## src/rtl/ttx_req_pkg.sv

```systemverilog
package ttx_req_pkg;

  localparam int NUM_COLS  = 7;
  localparam int COL_W     = 5;
  localparam int COL_PTR_W = 3;
  localparam int DIG_W     = 4;
  localparam int DC_BIT    = 4;
  localparam int HOLD_BIT  = 3;

  typedef logic [COL_W-1:0] col_t;

  typedef struct packed {
    logic [2:0] mag;
    logic [3:0] pt;
    logic [3:0] pu;
    logic [1:0] ht;
    logic [3:0] hu;
    logic [2:0] mt;
    logic [3:0] mu;
  } hdr_t;

  // Significant bits of the digit held in each column.
  function automatic logic [DIG_W-1:0] digit_mask(input int col);
    case (col)
      0:       return 4'b0111;
      3:       return 4'b0011;
      5:       return 4'b0111;
      default: return 4'b1111;
    endcase
  endfunction

  // Header digit that lines up with a request column.
  function automatic logic [DIG_W-1:0] hdr_digit(input hdr_t h, input int col);
    case (col)
      0:       return {1'b0, h.mag};
      1:       return h.pt;
      2:       return h.pu;
      3:       return {2'b00, h.ht};
      4:       return h.hu;
      5:       return {1'b0, h.mt};
      default: return h.mu;
    endcase
  endfunction

endpackage

```

## src/rtl/ttx_req_loader.sv

```systemverilog
module ttx_req_loader
  import ttx_req_pkg::*;
#(
  parameter int N_SLOTS = 8,
  parameter int SLOT_W  = $clog2(N_SLOTS)
) (
  input  logic                 clk,
  input  logic                 rst,
  input  logic                 ptr_we,
  input  logic [SLOT_W-1:0]    ptr_slot,
  input  logic [COL_PTR_W-1:0] ptr_col,
  input  logic                 data_we,
  output logic [N_SLOTS-1:0]   wr_en,
  output logic [COL_PTR_W-1:0] wr_col
);

  logic [COL_PTR_W-1:0] col_q;
  logic [SLOT_W-1:0]    slot_q;
  logic [COL_PTR_W-1:0] load_col;
  logic [COL_PTR_W-1:0] eff_col;
  logic [SLOT_W-1:0]    eff_slot;
  logic [COL_PTR_W-1:0] next_col;

  always_comb begin
    load_col = (int'(ptr_col) >= NUM_COLS) ? '0 : ptr_col;
    eff_col  = ptr_we ? load_col : col_q;
    eff_slot = ptr_we ? ptr_slot : slot_q;
    next_col = (int'(eff_col) == NUM_COLS - 1) ? '0 : eff_col + 1'b1;
  end

  always_ff @(posedge clk) begin
    if (rst) begin
      col_q  <= '0;
      slot_q <= '0;
    end else begin
      if (ptr_we) slot_q <= ptr_slot;
      if (data_we)     col_q <= next_col;
      else if (ptr_we) col_q <= load_col;
    end
  end

  always_comb begin
    wr_en = '0;
    if (data_we) wr_en[eff_slot] = 1'b1;
  end

  assign wr_col = eff_col;

  AST_PTR_IN_RANGE: assert property (@(posedge clk) disable iff (rst)
    int'(col_q) < NUM_COLS);

  AST_PTR_ADVANCE: assert property (@(posedge clk) disable iff (rst)
    (data_we && !ptr_we) |=> int'(col_q) == ((int'($past(col_q)) + 1) % NUM_COLS));

endmodule

```

## src/rtl/ttx_req_slot.sv

```systemverilog
module ttx_req_slot
  import ttx_req_pkg::*;
(
  input  logic                 clk,
  input  logic                 rst,
  input  logic                 wr_en,
  input  logic [COL_PTR_W-1:0] wr_col,
  input  logic [COL_W-1:0]     wr_data,
  input  logic                 hdr_valid,
  input  hdr_t                 hdr,
  input  logic [NUM_COLS-1:0]  hdr_err,
  output logic                 hit_q
);

  col_t                cols [NUM_COLS];
  logic [NUM_COLS-1:0] col_ok;
  logic                hold;

  for (genvar c = 0; c < NUM_COLS; c++) begin : g_col
    always_ff @(posedge clk) begin
      if (rst)                                         cols[c] <= '0;
      else if (wr_en && wr_col == COL_PTR_W'(c))       cols[c] <= wr_data;
    end

    assign col_ok[c] = !cols[c][DC_BIT] ||
                       ((((cols[c][DIG_W-1:0] ^ hdr_digit(hdr, c)) & digit_mask(c)) == '0) &&
                        !hdr_err[c]);
  end

  assign hold = cols[0][HOLD_BIT];

  always_ff @(posedge clk) begin
    if (rst) hit_q <= 1'b0;
    else     hit_q <= hdr_valid && hold && (&col_ok);
  end

  AST_HELD_SLOT_SILENT: assert property (@(posedge clk) disable iff (rst)
    !cols[0][HOLD_BIT] |=> !hit_q);

  AST_MAG_ERR_BLOCKS: assert property (@(posedge clk) disable iff (rst)
    (hdr_valid && cols[0][DC_BIT] && hdr_err[0]) |=> !hit_q);

  AST_HIT_NEEDS_HDR: assert property (@(posedge clk) disable iff (rst)
    !hdr_valid |=> !hit_q);

endmodule

```

## src/rtl/ttx_page_req_match.sv

```systemverilog
module ttx_page_req_match
  import ttx_req_pkg::*;
#(
  parameter int N_GROUPS        = 2,
  parameter int SLOTS_PER_GROUP = 4
) (
  input  logic                                        clk,
  input  logic                                        rst,
  input  logic                                        cfg_ptr_we,
  input  logic [$clog2(N_GROUPS*SLOTS_PER_GROUP)-1:0] cfg_slot,
  input  logic [2:0]                                  cfg_start_col,
  input  logic                                        cfg_data_we,
  input  logic [4:0]                                  cfg_data,
  input  logic                                        hdr_valid,
  input  logic [2:0]                                  hdr_mag,
  input  logic [3:0]                                  hdr_pt,
  input  logic [3:0]                                  hdr_pu,
  input  logic [1:0]                                  hdr_ht,
  input  logic [3:0]                                  hdr_hu,
  input  logic [2:0]                                  hdr_mt,
  input  logic [3:0]                                  hdr_mu,
  input  logic [6:0]                                  hdr_err,
  output logic [N_GROUPS*SLOTS_PER_GROUP-1:0]         match_vec,
  output logic                                        found_n
);

  localparam int N_SLOTS = N_GROUPS * SLOTS_PER_GROUP;
  localparam int SLOT_W  = $clog2(N_SLOTS);

  hdr_t                 hdr_s;
  logic [N_SLOTS-1:0]   wr_en;
  logic [COL_PTR_W-1:0] wr_col;
  logic                 hdr_seen_q;

  assign hdr_s = '{mag: hdr_mag, pt: hdr_pt, pu: hdr_pu, ht: hdr_ht,
                   hu: hdr_hu, mt: hdr_mt, mu: hdr_mu};

  ttx_req_loader #(.N_SLOTS(N_SLOTS), .SLOT_W(SLOT_W)) u_loader (
    .clk     (clk),
    .rst     (rst),
    .ptr_we  (cfg_ptr_we),
    .ptr_slot(cfg_slot),
    .ptr_col (cfg_start_col),
    .data_we (cfg_data_we),
    .wr_en   (wr_en),
    .wr_col  (wr_col)
  );

  for (genvar s = 0; s < N_SLOTS; s++) begin : g_slot
    ttx_req_slot u_slot (
      .clk      (clk),
      .rst      (rst),
      .wr_en    (wr_en[s]),
      .wr_col   (wr_col),
      .wr_data  (cfg_data),
      .hdr_valid(hdr_valid),
      .hdr      (hdr_s),
      .hdr_err  (hdr_err),
      .hit_q    (match_vec[s])
    );
  end

  // Found flag is registered from the match vector, keeping the OR off the compare path.
  always_ff @(posedge clk) begin
    if (rst) begin
      hdr_seen_q <= 1'b0;
      found_n    <= 1'b1;
    end else begin
      hdr_seen_q <= hdr_valid;
      if (hdr_seen_q) found_n <= ~(|match_vec);
    end
  end

  AST_MATCH_ONLY_AFTER_HDR: assert property (@(posedge clk) disable iff (rst)
    !hdr_valid |=> match_vec == '0);

  AST_FOUND_FOLLOWS_MATCH: assert property (@(posedge clk) disable iff (rst)
    hdr_seen_q |=> found_n == ($past(match_vec) == '0));

  AST_FOUND_HOLDS: assert property (@(posedge clk) disable iff (rst)
    !hdr_seen_q |=> $stable(found_n));

endmodule

```

## config.mk

```make
export PLATFORM = sky130hd
export DESIGN_NAME = ttx_page_req_match
export DESIGN_NICKNAME = d
export VERILOG_FILES = /design/src/rtl/ttx_req_pkg.sv /design/src/rtl/ttx_req_loader.sv /design/src/rtl/ttx_req_slot.sv /design/src/rtl/ttx_page_req_match.sv
export SDC_FILE = /design/constraint.sdc
export NUM_CORES = 1
export LEC_CHECK = 0
export ABC_AREA = 1
export BUFFER_PORTS_ARGS = -buffer_cell sky130_fd_sc_hd__buf_2
export CORE_MARGIN = 2
export CORE_UTILIZATION = 60
export DETAILED_ROUTE_END_ITERATION = 6
export PLACE_DENSITY = 0.78
export REMOVE_ABC_BUFFERS = 1
export SYNTH_ARGS = -nofsm -noshare
export SYNTH_HDL_FRONTEND = slang
export SYNTH_SLANG_ARGS = --single-unit
```

## constraint.sdc

```tcl
create_clock -name clk -period 3.1 [get_ports clk]
set_clock_uncertainty 0.15 [all_clocks]
set_input_delay 0.31 -clock clk [delete_from_list [all_inputs] [get_ports clk]]
set_output_delay 0.31 -clock clk [all_outputs]
set_load 0.01 [all_outputs]
```

==> out/metrics.cfg, run 1 <==
[power]
comb_power_share = 0.102
p_int_mw = 6.291
p_clk_frac = 0.390
power_switching_share = 0.2404
p_sw_mw = 1.991
power_mw = 8.282
power.density_nw_per_um2 = 531.1
leakagePower_nw = 6.904
ir_worst_vdd_mv = 0.4928
seqPwrFrac = 0.509

[setup_path]
worstPathArrival_ns = 2.40
worstRegToRegCells = 7
crit_family = compound AO/OA/AOI/OAI gates
path_class = flop to flop
cp_slowest_cell = o21ai_0
reg2reg_from = u_loader.col_q[0]
crit_path_frequent_cell = inv_1
cp-startpoint = u_loader.col_q[0]
rr_endpoint = g_slot[1].u_slot.cols[0][15]
path_cells = inv_1, o21ai_0, nand2_1, inv_1, ha_1, inv_1, o21ai_0
start_kind = flop
r2r_setup_slack_ns = 0.72
crit_path_max_fanout = 9
cp.buffers_inverters = 3
path_depth = 7
crit_path_max_incr_delay_ns = 0.43
setup.worst_path.end_class = flop
cp.required_ns = 3.13
critPathCapture = g_slot[1].u_slot.cols[0][15]

[route]
num_vias = 11660
wl_um = 36120
viasPerCell = 5.650
antenna_left = 0
wl_met2_um = 17760
routedLengthMet1_um = 13320
drcViolationCount = 0
dr_wl_met3_um = 3773
wl_per_cell_um = 17.51
dr.max_layer_used = met4
first_pass_iters = 6
first_iter_violations = 1239

[yosys]
synth.avg_cell_area_um2 = 8.235
yosysMostFrequentCell = nand2_1
synth_area_leader_cell = edfxtp_1
async_flop_share = 0
synth_area_leaders = edfxtp_1 55%, nand2_1 12%, nor2_1 9.8%
syn-instance-count = 1694
synth_area_um2 = 13950
yosysSeqAreaShare = 0.5740
synth_seq_cells = 272
synth_edf_count = 256
ys.warnings.count = 0
yosys.cell_types.count = 23
synth_top_area_frac = 0.5511
synth.top_cells.by_count = 461 x nand2_1, 366 x nor2_1, 256 x edfxtp_1, 211 x inv_1, 122 x o21ai_0
synth_flop_cell = edfxtp_1

[sta]
finalSetupTns_ns = 0
fmax_mhz = 421.0
drv_slew = 0
hold_violations = 0
min_period_ns = 2.375
maxSlewHeadroom = 0.5007
setup_viol = 0
worstMarginPinSlew_ns = 0.7490
finalCritPeriodShare = 0.7662
layout_setup_ws_ns = 0.7249
rsz0062_at_grt = false

[die]
start_util = 0.6143
dieArea_um2 = 24480
fp.dieW_um = 156.5
die_h_um = 156.5
ios = 56
fp-row-count = 55
design.core.area_um2 = 22710

[flow_run]
cap_viol_max_count = 0

[cts]
ctsResizeCount = 0
clockBufferDepth = 3
cts.sinks = 272
root_buffer = clkbuf_16
cts_made_buffers = 28
postCtsHoldBufs = 2
cts_tree = yes
path_clk_slew_ns = 0.06
cts_setup_buffers = 0
htreeDepth = 1
insertion_delay_ns = 0.54

[status]
status = complete, no violations

[placement]
io_buffer_count = 55
dp_hpwl_um = 23670
gp_congestion = 0.8332
dp_slack_ns = 0.5553
place_area_um2 = 14690

[finish]
fin_util = 0.6867
drive_above_1_share = 0.08948
area_delta_synth_final_pct = 11.80
nFillCells = 1735
fin_nets = 1803
design_area_um2 = 15600

[grt]
grt.overflow.total = 0
first_global_vias = 11030
antenna_found_initial = 1
grt.total_usage = 0.3031
grt_max_degree = 49
grt_first_pass_wirelength_um = 56770

[hold_path]
holdPathStages = 5
hp-class = input port to flop

-- power groups by stage --
| stage | Combinational, mW | Sequential, mW | Clock [mW] |
|---|---|---|---|
| final | 0.843 | 4.21 | 3.23 |
| after global placement | 0.798 | 4.28 | 0 |
| after CTS | 0.828 | 4.21 | 3.23 |
| after global routing | 0.925 | 4.23 | 3.38 |
| after detailed placement | 0.822 | 4.29 | 0 |
| after floorplan | 0.466 | 4.27 | 0 |
-- cell families after synthesis --
kind of cell             count (synthesis)  synth area share
AND/OR/NAND/NOR                        955            0.2727
buffers and inverters                  293           0.08180
AO/OA/AOI/OAI                          143           0.05175
adder cells (fa/ha/maj)                  1         0.0008968
XOR/XNOR                                30           0.01884
flip-flops                             272            0.5740
-- how the worst min path moves through the flow --
stage | startpoint | slack [ns] | endpoint
4_1_cts | cfg_slot[0] | 0.009 | u_loader.slot_q[0]
3_5_place_dp | hdr_seen_q | 0.31 | found_n
5_1_grt | hdr_valid | 0.07 | hdr_seen_q
3_3_place_gp | hdr_seen_q | 0.31 | found_n
6_report | cfg_slot[0] | 0.02 | u_loader.slot_q[0]
2_1_floorplan | rst | 0.23 | u_loader.col_q[0]
-- state kept, by name, summed over array words and instances (netlist names) --
register / cells
found_n: 1
u_loader.slot_q: 3
u_loader.col_q: 3
g_slot.u_slot.hit_q: 8
g_slot.u_slot.cols: 256
hdr_seen_q: 1
-- metal layers --
| metal | GRT usage | up-vias |
|---|---|---|
| met2 | 0.5213 | 638 |
| met1 | 0.3944 | 5394 |
| li1 | - | 5518 |
| met5 | 0 | - |
| met4 | 0.1136 | 0 |
| met3 | 0.04099 | 105 |
-- per-stage QoR --
| step | cells | hold slack, ns |
|---|---|---|
| floorplan | 1616 | 0.2291 |
| detailed placement | 2008 | 0.3135 |
| global placement | 2008 | 0.3075 |
| finish | 2063 | 0.02338 |
| global route | 2063 | 0.06625 |
| CTS | 2062 | 0.009262 |
-- layout by cell type (no fill, tap or decap) --
| cell | instances |
|---|---|
| clkbuf_16 | 30 |
| clkinv_2 | 2 |
| nor2_1 | 366 |
| bufinv_16 | 1 |
| buf_4 | 48 |
| a31oi_1 | 1 |
| nand4_1 | 33 |
| buf_2 | 55 |
| o21ai_1 | 1 |
| inv_2 | 4 |
| inv_1 | 208 |
| xor2_1 | 15 |
| ha_1 | 1 |
| nor3_1 | 1 |
| or2_2 | 2 |
| dfxtp_1 | 16 |
| edfxtp_1 | 256 |
| clkinv_1 | 7 |
| diode_2 | 1 |
| nor2_2 | 10 |
| nand3_1 | 80 |
| inv_4 | 1 |
| clkbuf_1 | 12 |
| a21oi_1 | 18 |
| o211ai_1 | 2 |
| nor4_1 | 2 |
| dlygate4sd3_1 | 2 |
| clkbuf_8 | 2 |
| o21ai_0 | 121 |
| xnor2_1 | 15 |
| nand2_1 | 461 |
| buf_12 | 4 |
-- worst min-delay path: cells and delay by family --
| family | cells | cell delay, ns |
|---|---|---|
| buf+inv | 2 | 0.14 |
| simple gates | 2 | 0.11 |
| compound gates | 1 | 0.10 |
-- area by class of cell --
class,count,area [um2],area share
diodes,1,2.502,0.0001605
clock buffers,44,823.3,0.05279
clock inverters,8,61.31,0.003931
inverters,215,807.0,0.05175
multi-input cells,1129,4801,0.3078
flip-flops and latches,272,8008,0.5135
well taps,285,356.6,0.02287
repair buffers,109,735.7,0.04718
Power figures use the tool's default switching activity.
==> run 2, diff against run 1 <==
==> constraint.sdc (replaced) <==
create_clock -name clk -period 2.41 [get_ports clk]
set_clock_uncertainty 0.15 [all_clocks]
set_input_delay 0.241 -clock clk [delete_from_list [all_inputs] [get_ports clk]]
set_output_delay 0.241 -clock clk [all_outputs]
set_load 0.01 [all_outputs]
==> out/metrics.cfg, run 2 (synthesis results as in run 1) <==
[power]
ir_worst_vdd_mv = 0.5415
p_int_mw = 8.166
seqPwrFrac = 0.503
p_sw_mw = 2.598
power_switching_share = 0.2414
leakagePower_nw = 7.022
power.density_nw_per_um2 = 681.8
p_clk_frac = 0.392
comb_power_share = 0.105

[finish]
reg_top3 = g_slot.u_slot.cols x256, g_slot.u_slot.hit_q x8
fin_nets = 1820
nFillCells = 1706
largest_reg_flops = 256
seqCellArea_um2 = 8008
multi_input_area_um2 = 4801
design_area_um2 = 15790
instances_no_fill = 2079
mostFrequentLayoutCell = nand2_1
drive_above_1_share = 0.1004
most-common-layout-cells = 461 x nand2_1, 366 x nor2_1, 256 x edfxtp_1, 208 x inv_1, 121 x o21ai_0
area_delta_synth_final_pct = 13.19
top_register = g_slot.u_slot.cols

[cts]
clockBufferDepth = 3
htreeDepth = 1
postCtsHoldBufs = 6
cts_tree = yes
cts.sinks = 272
root_buffer = clkbuf_16
cts_made_buffers = 28
path_clk_slew_ns = 0.06
ctsResizeCount = 0
insertion_delay_ns = 0.54
cts_setup_buffers = 0

[setup_path]
cp.required_ns = 2.44
setup.worst_path.end_class = flop
crit_path_max_fanout = 8
worstPathArrival_ns = 2.21
start_kind = flop
path_class = flop to flop

[placement]
place_area_um2 = 14820
gp_congestion = 0.8454
dp.cells = 2021
io_buffer_count = 55
dp_hpwl_um = 22650
dp_slack_ns = 0.1221

[route]
drcViolationCount = 0
num_vias = 11690
viasPerCell = 5.622
wl_um = 36780
wl_per_cell_um = 17.69
antenna_left = 0
first_iter_violations = 1242
first_pass_iters = 6

[die]
ios = 56
die_h_um = 156.5
fp.dieW_um = 156.5
dieArea_um2 = 24480
fp-row-count = 55
start_util = 0.6143
design.core.area_um2 = 22710

[sta]
hold_ws_ns = 0.02693
hold_violations = 0
finalCritPeriodShare = 0.9028
finalSetupTns_ns = 0
worstMarginPinSlew_ns = 0.7169
setup_viol = 0
maxSlewHeadroom = 0.5170
min_period_ns = 2.176
layout_setup_ws_ns = 0.2343
fmax_mhz = 459.6
drv_slew = 0
rsz0062_at_grt = false

[grt]
grt.total_usage = 0.3063
grt.overflow.total = 0
grt_first_pass_wirelength_um = 57150
first_global_vias = 10980
grt_max_degree = 57
antenna_found_initial = 1

[flow_run]
cap_viol_max_count = 0

[hold_path]
hp-class = input port to flop

[status]
status = complete, no violations

## run 2: critical path, cell delays in order (launching register included)
cell and delay, ns:
dfxtp_1 0.31, inv_1 0.04, o21ai_0 0.37, nand2_1 0.09, inv_1 0.07, ha_1 0.17
inv_1 0.16, o21ai_0 0.45
## run 2: path summary, 6_finish.rpt
kind                                         from                           end  slack [ns]  cells past startpoint
worst max-delay path            u_loader.col_q[0]  g_slot[6].u_slot.cols[0][19]        0.23                      7
worst min-delay path                   cfg_ptr_we            u_loader.slot_q[2]        0.03                      4
worst max register to register  u_loader.col_q[0]  g_slot[6].u_slot.cols[0][19]        0.23                      7
worst min register to register         hdr_seen_q                       found_n        0.31                      1
## run 2: power by group through the flow
stage          clock network, mW  registers, mW  logic, mW
2_1_floorplan                  0           5.50      0.599
3_3_place_gp                   0           5.51       1.05
3_5_place_dp                   0           5.51       1.08
4_1_cts                     4.23           5.42       1.10
5_1_grt                     4.44           5.43       1.23
6_report                    4.22           5.42       1.13
## run 2: per-layer routing
layer | up-vias | wire length [um] | track usage
li1 | 5547 | - | -
met1 | 5374 | 13780 | 0.4022
met2 | 656 | 17550 | 0.5083
met3 | 112 | 3981 | 0.04403
met4 | 0 | 1479 | 0.1407
met5 | - | 0 | 0
## run 2: cell type report
type | instances | share of cell area
sequential | 272 | 0.5072
timing repair buffer | 126 | 0.05769
inverter | 215 | 0.05111
clock buffer | 36 | 0.04953
tap | 285 | 0.02258
multi-input combinational | 1129 | 0.3041
clock inverter | 15 | 0.007687
antenna | 1 | 0.0001585
## run 2: per-stage QoR
stage | power (mW) | util
after floorplan | 6.096 | -
after global placement | 6.559 | 0.6527
after detailed placement | 6.597 | 0.6527
after CTS | 10.75 | 0.6952
after global routing | 11.11 | 0.6953
final | 10.76 | 0.6953
